File: src/rtl/la_cap_pkg.sv
package la_cap_pkg;
  typedef enum logic [2:0] {
    ST_IDLE  = 3'd0,
    ST_FILL  = 3'd1,
    ST_ARMED = 3'd2,
    ST_POST  = 3'd3,
    ST_DONE  = 3'd4
  } cap_state_e;

  localparam logic MODE_SINGLE = 1'b0;
  localparam logic MODE_IMMED  = 1'b1;
endpackage

File: src/rtl/la_cap_edge.sv
module la_cap_edge (
  input  logic clk_i,
  input  logic rst_ni,
  input  logic lvl_i,
  output logic rise_o
);
  logic lvl_q;

  always_ff @(posedge clk_i or negedge rst_ni) begin
    if (!rst_ni) lvl_q <= 1'b0;
    else         lvl_q <= lvl_i;
  end

  assign rise_o = lvl_i & ~lvl_q;
endmodule

File: src/rtl/la_cap_cfg.sv
module la_cap_cfg #(
  parameter int DEPTH = 1024,
  localparam int AW = $clog2(DEPTH),
  localparam int LW = AW + 1
) (
  input  logic          clk_i,
  input  logic          rst_ni,
  input  logic          idle_i,
  input  logic          we_i,
  input  logic [LW-1:0] loc_i,
  input  logic          mode_i,
  output logic [LW-1:0] loc_o,
  output logic          mode_o
);
  import la_cap_pkg::*;

  localparam logic [LW-1:0] DEPTH_L = LW'(DEPTH);
  localparam logic [LW-1:0] HALF_L  = LW'(DEPTH / 2);

  logic [LW-1:0] loc_q;
  logic          mode_q;

  always_ff @(posedge clk_i or negedge rst_ni) begin
    if (!rst_ni) begin
      loc_q  <= HALF_L;
      mode_q <= MODE_SINGLE;
    end else if (we_i && idle_i) begin
      loc_q  <= (loc_i > DEPTH_L) ? DEPTH_L : loc_i;
      mode_q <= mode_i;
    end
  end

  assign loc_o  = loc_q;
  assign mode_o = mode_q;


  cfg_hold_chk: assert property (@(posedge clk_i) disable iff (!rst_ni)
    !idle_i |=> ($stable(loc_q) && $stable(mode_q)));


  cfg_range_chk: assert property (@(posedge clk_i) disable iff (!rst_ni)
    loc_q <= DEPTH_L);
endmodule

File: src/rtl/la_cap_fsm.sv
module la_cap_fsm #(
  parameter int DEPTH = 1024,
  localparam int AW = $clog2(DEPTH),
  localparam int LW = AW + 1
) (
  input  logic          clk_i,
  input  logic          rst_ni,
  input  logic          start_rise_i,
  input  logic          stop_rise_i,
  input  logic          trig_i,
  input  logic [LW-1:0] loc_i,
  input  logic          mode_i,
  output logic [2:0]    state_o,
  output logic          we_o,
  output logic [AW-1:0] wr_ptr_o,
  output logic [AW-1:0] rd_ptr_o
);
  import la_cap_pkg::*;

  localparam logic [LW-1:0] DEPTH_L = LW'(DEPTH);
  localparam logic [LW-1:0] ONE_L   = LW'(1);
  localparam logic [AW-1:0] LAST_A  = AW'(DEPTH - 1);

  function automatic logic [AW-1:0] ptr_inc(input logic [AW-1:0] p);
    return (p == LAST_A) ? '0 : p + 1'b1;
  endfunction

  cap_state_e    state_q;
  logic [AW-1:0] wr_q, rd_q;
  logic [LW-1:0] cnt_q;
  logic [LW-1:0] post_len;
  logic          full_pre;

  assign post_len = DEPTH_L - loc_i;
  assign full_pre = (loc_i == DEPTH_L);

  // no write on the trigger cycle when the whole buffer is pre-trigger
  always_comb begin
    unique case (state_q)
      ST_FILL, ST_POST: we_o = 1'b1;
      ST_ARMED:         we_o = !(trig_i && full_pre);
      default:          we_o = 1'b0;
    endcase
  end

  always_ff @(posedge clk_i or negedge rst_ni) begin
    if (!rst_ni) begin
      state_q <= ST_IDLE;
      wr_q    <= '0;
      rd_q    <= '0;
      cnt_q   <= '0;
    end else if (stop_rise_i) begin
      state_q <= ST_IDLE;
    end else begin
      unique case (state_q)
        ST_IDLE: if (start_rise_i) begin
          wr_q <= '0;
          rd_q <= '0;
          if (mode_i == MODE_IMMED) begin
            state_q <= ST_POST;
            cnt_q   <= DEPTH_L;
          end else if (loc_i == '0) begin
            state_q <= ST_ARMED;
          end else begin
            state_q <= ST_FILL;
            cnt_q   <= loc_i;
          end
        end
        ST_FILL: begin
          wr_q  <= ptr_inc(wr_q);
          cnt_q <= cnt_q - 1'b1;
          if (cnt_q == ONE_L) state_q <= ST_ARMED;
        end
        ST_ARMED: begin
          if (trig_i) begin
            if (full_pre) begin
              state_q <= ST_DONE;
            end else begin
              wr_q <= ptr_inc(wr_q);
              if (post_len == ONE_L) begin
                state_q <= ST_DONE;
              end else begin
                state_q <= ST_POST;
                cnt_q   <= post_len - 1'b1;
              end
            end
          end else begin
            wr_q <= ptr_inc(wr_q);
            rd_q <= ptr_inc(rd_q);
          end
        end
        ST_POST: begin
          wr_q  <= ptr_inc(wr_q);
          cnt_q <= cnt_q - 1'b1;
          if (cnt_q == ONE_L) state_q <= ST_DONE;
        end
        default: ;
      endcase
    end
  end

  assign state_o  = state_q;
  assign wr_ptr_o = wr_q;
  assign rd_ptr_o = rd_q;


  stop_idle_chk: assert property (@(posedge clk_i) disable iff (!rst_ni)
    stop_rise_i |=> (state_q == ST_IDLE && !we_o));


  start_go_chk: assert property (@(posedge clk_i) disable iff (!rst_ni)
    (start_rise_i && !stop_rise_i && state_q == ST_IDLE) |=> state_q != ST_IDLE);


  fill_no_trig_chk: assert property (@(posedge clk_i) disable iff (!rst_ni)
    (state_q == ST_FILL && !stop_rise_i) |=> (state_q == ST_FILL || state_q == ST_ARMED));


  armed_gap_chk: assert property (@(posedge clk_i) disable iff (!rst_ni)
    state_q == ST_ARMED |->
      ((int'(wr_q) - int'(rd_q) + DEPTH) % DEPTH) == (int'(loc_i) % DEPTH));


  done_quiet_chk: assert property (@(posedge clk_i) disable iff (!rst_ni)
    state_q == ST_DONE |-> !we_o);


  addr_step_chk: assert property (@(posedge clk_i) disable iff (!rst_ni)
    (we_o && $past(we_o)) |-> wr_q == ptr_inc($past(wr_q)));


  state_legal_chk: assert property (@(posedge clk_i) disable iff (!rst_ni)
    state_o <= 3'd4);
endmodule

File: src/rtl/la_capture_ctrl.sv
module la_capture_ctrl #(
  parameter int DEPTH = 1024,
  parameter int PW    = 8,
  localparam int AW = $clog2(DEPTH),
  localparam int LW = AW + 1
) (
  input  logic          clk_i,
  input  logic          rst_ni,
  input  logic          start_i,
  input  logic          stop_i,
  input  logic          cfg_we_i,
  input  logic [LW-1:0] cfg_loc_i,
  input  logic          cfg_mode_i,
  input  logic          trigger_i,
  input  logic [PW-1:0] probe_i,
  output logic          mem_we_o,
  output logic [AW-1:0] mem_addr_o,
  output logic [PW-1:0] mem_wdata_o,
  output logic [2:0]    state_o,
  output logic [AW-1:0] rd_ptr_o
);
  logic          start_rise, stop_rise;
  logic [LW-1:0] loc;
  logic          mode;

  la_cap_edge u_start_edge (
    .clk_i (clk_i),
    .rst_ni(rst_ni),
    .lvl_i (start_i),
    .rise_o(start_rise)
  );

  la_cap_edge u_stop_edge (
    .clk_i (clk_i),
    .rst_ni(rst_ni),
    .lvl_i (stop_i),
    .rise_o(stop_rise)
  );

  la_cap_cfg #(.DEPTH(DEPTH)) u_cfg (
    .clk_i (clk_i),
    .rst_ni(rst_ni),
    .idle_i(state_o == 3'd0),
    .we_i  (cfg_we_i),
    .loc_i (cfg_loc_i),
    .mode_i(cfg_mode_i),
    .loc_o (loc),
    .mode_o(mode)
  );

  la_cap_fsm #(.DEPTH(DEPTH)) u_fsm (
    .clk_i       (clk_i),
    .rst_ni      (rst_ni),
    .start_rise_i(start_rise),
    .stop_rise_i (stop_rise),
    .trig_i      (trigger_i),
    .loc_i       (loc),
    .mode_i      (mode),
    .state_o     (state_o),
    .we_o        (mem_we_o),
    .wr_ptr_o    (mem_addr_o),
    .rd_ptr_o    (rd_ptr_o)
  );

  assign mem_wdata_o = probe_i;
endmodule

File: config.mk
export PLATFORM = sky130hd
export DESIGN_NAME = la_capture_ctrl
export DESIGN_NICKNAME = d
export VERILOG_FILES = /design/src/rtl/la_cap_pkg.sv /design/src/rtl/la_cap_edge.sv /design/src/rtl/la_cap_cfg.sv /design/src/rtl/la_cap_fsm.sv /design/src/rtl/la_capture_ctrl.sv
export SDC_FILE = /design/constraint.sdc
export NUM_CORES = 1
export LEC_CHECK = 0
export BUFFER_PORTS_ARGS = -buffer_cell sky130_fd_sc_hd__buf_4
export CAP_MARGIN = 5
export CORE_MARGIN = 3
export CORE_UTILIZATION = 25
export CTS_BUF_LIST = sky130_fd_sc_hd__clkbuf_4 sky130_fd_sc_hd__clkbuf_8 sky130_fd_sc_hd__clkbuf_16
export DETAILED_ROUTE_END_ITERATION = 16
export HOLD_SLACK_MARGIN = 0.15
export SLEW_MARGIN = 20
export SYNTH_ARGS = -nofsm -noshare
export SYNTH_HDL_FRONTEND = slang
export SYNTH_SLANG_ARGS = --single-unit
File: constraint.sdc
create_clock -name clk_i -period 2.68 [get_ports clk_i]
set_input_delay 0.268 -clock clk_i [delete_from_list [all_inputs] [get_ports clk_i]]
set_output_delay 0.268 -clock clk_i [all_outputs]
set_load 0.005 [all_outputs]
---- Yosys cells after proc, flatten, opt, wreduce, memory -nomap -nowiden ----
Index checks and enable logic that the tools add are counted.
word-level totals
  input bits .............................. 26
  flip-flop bits (word level) ............. 48
  output and inout port bits .............. 32
  logic and storage cells ................. 78
operators by class
  $add $sub $neg .......................... 5
  $lt $le $gt $ge ......................... 1
  muxes and demuxes ....................... 27
  bitwise logic cells ..................... 5
  reduce and logical (&&, ||, !) cells .... 13
  eq/ne operators ......................... 19
operators by type and width
  operator                                                               count
  11-bit two-way mux                                                     7
  10-bit two-way mux                                                     6
  11-bit case mux with 3 select lines                                    1
  10-bit case mux with 3 select lines                                    1
  3-bit two-way mux                                                      8
  11-bit by 1-bit == test with 1-bit output (second input constant)      2
  11-bit by 1-bit subtractor with 11-bit output (second input constant)  2
  10-bit by 1-bit adder with 10-bit output (second input constant)       2
  10-bit == test (second input constant)                                 2
  10-bit case mux with 2 select lines                                    1
  3-bit != test (second input constant)                                  4
  3-bit case mux with 4 select lines                                     1
  11-bit == test (second input constant)                                 1
  11-bit > comparator (second input constant)                            1
  11-bit logical NOT                                                     1
  11-bit subtractor (first input constant)                               1
  2-bit != test (second input constant)                                  5
  4-bit AND reduction                                                    2
  7-bit AND reduction                                                    1
  3-bit by 2-bit == test with 1-bit output (second input constant)       2
  3-bit by 2-bit != test with 1-bit output (second input constant)       2
  5-bit AND reduction                                                    1
  5-bit nonzero test                                                     1
  3-bit by 1-bit == test with 1-bit output (second input constant)       1
  10 further kinds                                                       14

---- Depth between registers and ports, before layout ----
  word-level depth ........................ 7
  depth in mapped cells ................... 11
  depth with buffers taken out ............ 9

---- Hierarchy ----
Synthesis repeated with hierarchy kept, for this count alone.
second synthesis, totals
  cell total of the unflattened synthesis .. 407
  area total of the unflattened synthesis .. 3,444.6 µm²
by module, submodules not included
  module           cells an instance  area each (µm²)  sequential area each (µm²)  times used
  la_cap_fsm       357                2,737.6          850.8                       1
  la_cap_cfg       37                 559.3            301.5                       1
  la_cap_edge      2                  38.8             25.0                        2
  la_capture_ctrl  9                  70.1             0.0                         1

---- Worst setup path before layout ----
No wires, ideal clock.
  kind .................................... flip-flop to flip-flop
  from .................................... register u_cfg.loc_q[0] (netlist: u_cfg.loc_o[0])
  to ...................................... register u_fsm.state_q[2] (netlist: u_fsm.state_o[2])
  required time ........................... 2,603 ps
  stages on the path, launching flop included .. 11
  clock period less this slack ............ 2,494 ps
  path buffers ............................ 1
  arrival ................................. 2,416 ps
  library setup time ...................... 77 ps
  slack ................................... 186 ps
  path through ............................ dfrtp_1 > clkbuf_1 > inv_1 > ha_1 > nor2b_1 > nand4_1 > o211ai_1 > nand2_1 > or3_1 > a311o_1 > a21oi_1
on the way
  cells in the longest elaborated chain, start to end .. 7
  elaborated cells on any way between the ends .. 8
  those cells by class .................... 1 x add/sub; 2 x eq/ne; 5 x mux
RTL lines
  what                                       RTL line          source
  start: declaration                         la_cap_cfg.sv:20  logic [LW-1:0] loc_q;
  start signal: assignment                   la_cap_cfg.sv:28  loc_q <= (loc_i > DEPTH_L) ? DEPTH_L : loc_i;
  11-bit subtractor                          la_cap_fsm.sv:34  assign post_len = DEPTH_L - loc_i;
  11-bit by 1-bit == test with 1-bit output  la_cap_fsm.sv:80  if (post_len == ONE_L) begin
  3-bit two-way mux                          la_cap_fsm.sv:80
  3-bit two-way mux *                        la_cap_fsm.sv:76  if (full_pre) begin
  3-bit two-way mux *                        la_cap_fsm.sv:75  if (trig_i) begin
  3-bit case mux with 4 select lines *       la_cap_fsm.sv:55  unique case (state_q)
  3-bit two-way mux *                        la_cap_fsm.sv:52  end else if (stop_rise_i) begin
  end signal: assignment                     la_cap_fsm.sv:53  state_q <= ST_IDLE;
  end signal: assignment                     la_cap_fsm.sv:60  state_q <= ST_POST;
  end signal: assignment                     la_cap_fsm.sv:77  state_q <= ST_DONE;
  end: declaration                           la_cap_fsm.sv:28  cap_state_e state_q;
Mark *: on every way between the ends. The rest lies on a longest branch, timed or not. The select of a mux whose other input is x is not followed.
A chain may end at the register's enable or synchronous reset.

---- Worst setup path after layout ----
  from .................................... register u_cfg.loc_q[6] (netlist: u_cfg.loc_o[6])
  to ...................................... register u_fsm.state_q[2] (netlist: u_fsm.state_o[2])
The elaborated chain is that of the path after synthesis.

==> flow_results.org <==
** Routing
- Before antenna repair, the detailed router went through 5 iterations.
- For this run, design rule violations remaining after detail routing come to 0.
- Wires add up to ~8600 um.
- Via/cell ratio :: about 5
- Number of vias in the routed layout :: between 3000 and 4000
- First DRT Iteration DRCs :: 260
- In the final routed layout, each cell accounts on average for 14.0 um.
- ANT nets after route :: 0

** Setup path
- R2R Path Start :: u_cfg.loc_o[6]$_DFFE_PN0P_
- In this run the worst path has a maximum fanout of 5.
- Walking the worst path, the cells encountered are or4_4 > nor4_4 > a21oi_1 > o31a_1 > or3_1 > a311o_1 > a21oi_1.
- STA puts the critical path data arrival time at 2.74 ns.
- At the worst endpoint, the required time is 2.89 ns.
- Crit path kind :: flip-flop to flip-flop
- Delay of the slowest critical-path stage :: ~0.6 ns
- Setup slack on the worst reg-to-reg path comes out at 0.15 ns.
- Cell with the biggest individual delay on the critical path :: or4_4
- Measured in cells, the most critical reg-to-reg path has a length of 7.
- The critical path ends at u_fsm.state_o[2]$_DFFE_PN0P_.
- Beginning of the critical path :: u_cfg.loc_o[6]$_DFFE_PN0P_
- Setup crit start kind :: flip-flop
- Nature of the critical path endpoint :: flip-flop
- End of the worst register-to-register path :: u_fsm.state_o[2]$_DFFE_PN0P_
- Counting stages on the worst path, the most repeated cell is a21oi_1.

** Finish
- Leading cell type in the layout, fill and taps excluded :: o21ai_0
- Leading cell types in the layout, fill and taps excluded :: 61 x o21ai_0, 58 x buf_4, 47 x dfrtp_1
- After the last flow step, the layout net total stands at approximately 470.
- Leaving out filler cells and counting taps, the final layout contains 612.
- Signed area change from the synthesized netlist to the final layout :: 20.9%
- Layout cell share with drive strength beyond 1 :: 18.6%
- Count of antenna diodes in the layout :: 0

** Logic synthesis
- Flops & latches, synth :: 48
- Number of instances in the synthesized netlist :: 402
- In this run, synthesis inferred 0 flip-flops with an integrated enable.
- Sequential element share of the synthesized area :: 36.8%
- Sorting the synthesized cells by area gives the leading types as dfrtp_1 36%, o21ai_0 9.4%, nand2_1 4.3%, a21oi_1 3.8%, nor2_1 3.6%.
- Mean post-synth cell area :: 8.12 um2
- Yosys top cell area share :: 36.0%
- Cell variety after synth :: 51
- Combined area of all synthesized cells :: about 0.0033 mm2
- Synthesized netlist net count :: 434
- Synth async-reset ratio :: 100%
- Most common flop cell mapped by yosys :: dfrtp_1
- For this run, the number of Yosys warnings is 0.
- Synth area leader :: dfrtp_1

** Global routing
- Global-route usage over all layers :: 12.1%
- Layer carrying the most global-route usage :: met2
- Met3 track utilization from global routing :: 2.25%
- Global routing consumed, on the met2 layer, roughly a fifth of the routing resources.
- Met1 global-route usage :: 16.8%
- The first global-routing pass estimated 14600 um of wire.
- The number of global-route vias before repair came to 2983.
- Entering global routing, the biggest net connects between 40 and 50 pins.
- Residual overflow from global routing :: 0
- The number of antenna violations at the first check in global routing was 0.

** Floorplan
- The floorplan step defined a die boundary enclosing 0.0145 mm2.
- In this run the standard cell core region covers 0.0127 mm2.
- Horiz. Die Dim :: 120 um
- Initial cell density of the core :: 25.8%
- I/O pin cnt :: 58
- In this run the core area contains 41 standard-cell rows.
- The die is roughly 120 um tall.

** Placed design
- Post-detail-place hpwl :: 6490 um
- Count of port buffers added during placement :: 41
- Worst setup slack before clock tree synthesis :: 0.138 ns
- Placed Cells :: between 600 and 700
- The congestion estimate from routability-driven global placement came to between 0.8 and 0.9.

** Timing
- Setup violations remaining at the end of the flow were counted as 0.
- Worst Setup Slack, final :: 0.150 ns
- The max-slew violation count is 0.
- Post-route minimum period :: 2.53 ns
- Hold is met by 0.211 ns.
- Transition time at the pin with the least slew margin :: 0.622 ns
- The worst pin sits at a relative slew slack of 58.5%.
- Maximum operating frequency :: 0.395 GHz
- Final cycle utilization of the critical path :: 94.4%
- Between clock sinks in the finished design, the worst skew comes to roughly 0.0046 ns.
- Final hold vios :: 0
- Unrepaired setup endpoints after global routing :: no
- Setup TNS :: 0 ns

** Pwr
- Summing internal, switching and leakage power gives 4470 uW.
- In this run the static leakage power is 0.00161 uW.
- Total power divided by cell area :: 1130 mW/mm2
- Highest ir drop seen on vdd :: 341 uV

** CTS
- Clock root buffer master :: clkbuf_16
- TritonCTS clock tree :: done
- Number of clock sinks :: 48
- Clock tree synthesis inserted a total of 5 buffers.
- For the worst-skew pair, the clock arrives at the later sink with an insertion delay of about 0.28 ns.
- Post-CTS timing repair inserted 0 buffers for setup.
- Htree depth :: 2
- The clock passes through at most 2 buffers.
- Reg clk slew, reported paths :: 0.06 ns

** Run
- Total of max-cap violations :: 0

** Status
- The flow ran to the end, and the final reports show no timing, DRC or antenna violations.

** Worst hold path
- The path class of the tightest hold or removal check is input pin to flip-flop.
[final cells by class]
type	instances	area, um2
clock buffers	6	139
clock inverters	2	15.0
fillers	1327	8730
inverters	13	48.8
multi-input cells	310	1860
flip-flops and latches	48	1200
well taps	172	215
repair buffers	61	465
[critical path, delay by kind of cell (launching register included)]
family / cells / cell delay (ns)
and+or+nand+nor: 3 / 1.22
AOI/OAI and AO/OA: 4 / 0.86
DFF: 1 / 0.38
[metal layers]
metal / part of all wire, % / routed length (um)
met5: 0 / 0
met3: 5.5 / 469
met4: 1.1 / 96
met1: 48 / 4100
met2: 45 / 3890
[state kept, by name (all words and copies together), names as in the netlist]
register / flops
u_fsm.rd_ptr_o: 10
u_cfg.loc_o: 11
u_fsm.state_o: 3
u_cfg.mode_o: 1
u_fsm.cnt_q: 11
u_fsm.wr_ptr_o: 10
u_stop_edge.lvl_q: 1
u_start_edge.lvl_q: 1
[stage by stage]
| stage | area [um2] | util (%) |
|---|---|---|
| after floorplan | 3260 | - |
| after global placement | 3740 | 29.6 |
| after detailed placement | 3740 | 29.6 |
| after CTS | 3930 | 31.0 |
| after global routing | 3940 | 31.1 |
| final | 3940 | 31.1 |
[kinds of logic after synthesis]
logic type / after synthesis / synth area share, %
simple gates: 160 / 25.8
compound gates: 125 / 22.9
flops: 48 / 36.8
buf+inv: 44 / 6.67
xor+xnor: 13 / 3.49
mux: 6 / 1.96
fa+ha+maj: 6 / 2.30
[where the power goes]
| part | leakage (uW) | total (uW) | internal [uW] | switching (uW) |
|---|---|---|---|---|
| combinational | 0.000909 | 2610 | 1080 | 1530 |
| sequential | 0.000629 | 1230 | 943 | 283 |
| clock | 0.0000691 | 639 | 371 | 268 |
| total | 0.00161 | 4470 | 2390 | 2080 |
[cells in the mapped netlist (all sizes together) (6+ instances only)]
| library cell | instances |
|---|---|
| o31ai | 8 |
| inv | 13 |
| dfrtp | 47 |
| nand2 | 37 |
| nor2b | 6 |
| and3 | 7 |
| a21oi | 25 |
| ha | 6 |
| o21ai | 61 |
| nand3 | 19 |
| nor2 | 31 |
| buf | 13 |
| or3 | 8 |
| clkbuf | 18 |
| nand2b | 17 |
| xnor2 | 11 |
| nor4 | 11 |
| nor3 | 9 |
[how the worst min path moves through the flow]
stage                       from                             to  slack [ns]  cells after the start
finish              cfg_loc_i[4]     u_cfg.loc_o[4]$_DFFE_PN0P_        0.21                      2
global route        cfg_loc_i[4]     u_cfg.loc_o[4]$_DFFE_PN0P_        0.21                      2
CTS                 cfg_loc_i[4]     u_cfg.loc_o[4]$_DFFE_PN0P_        0.21                      2
detailed placement        rst_ni  u_fsm.rd_ptr_o[6]$_DFFE_PN0P_        0.33                      1
global placement          rst_ni  u_fsm.rd_ptr_o[4]$_DFFE_PN0P_        0.33                      1
floorplan                 rst_ni     u_cfg.loc_o[0]$_DFFE_PN0P_       -0.03                      0
[timing repair]
action	CTS	global route
resized for setup	0	3
hold buffers	3	0
setup endpoints to repair	0	12
hold endpoints to repair	49	0
Note: power is estimated with default switching activity, not from simulation.
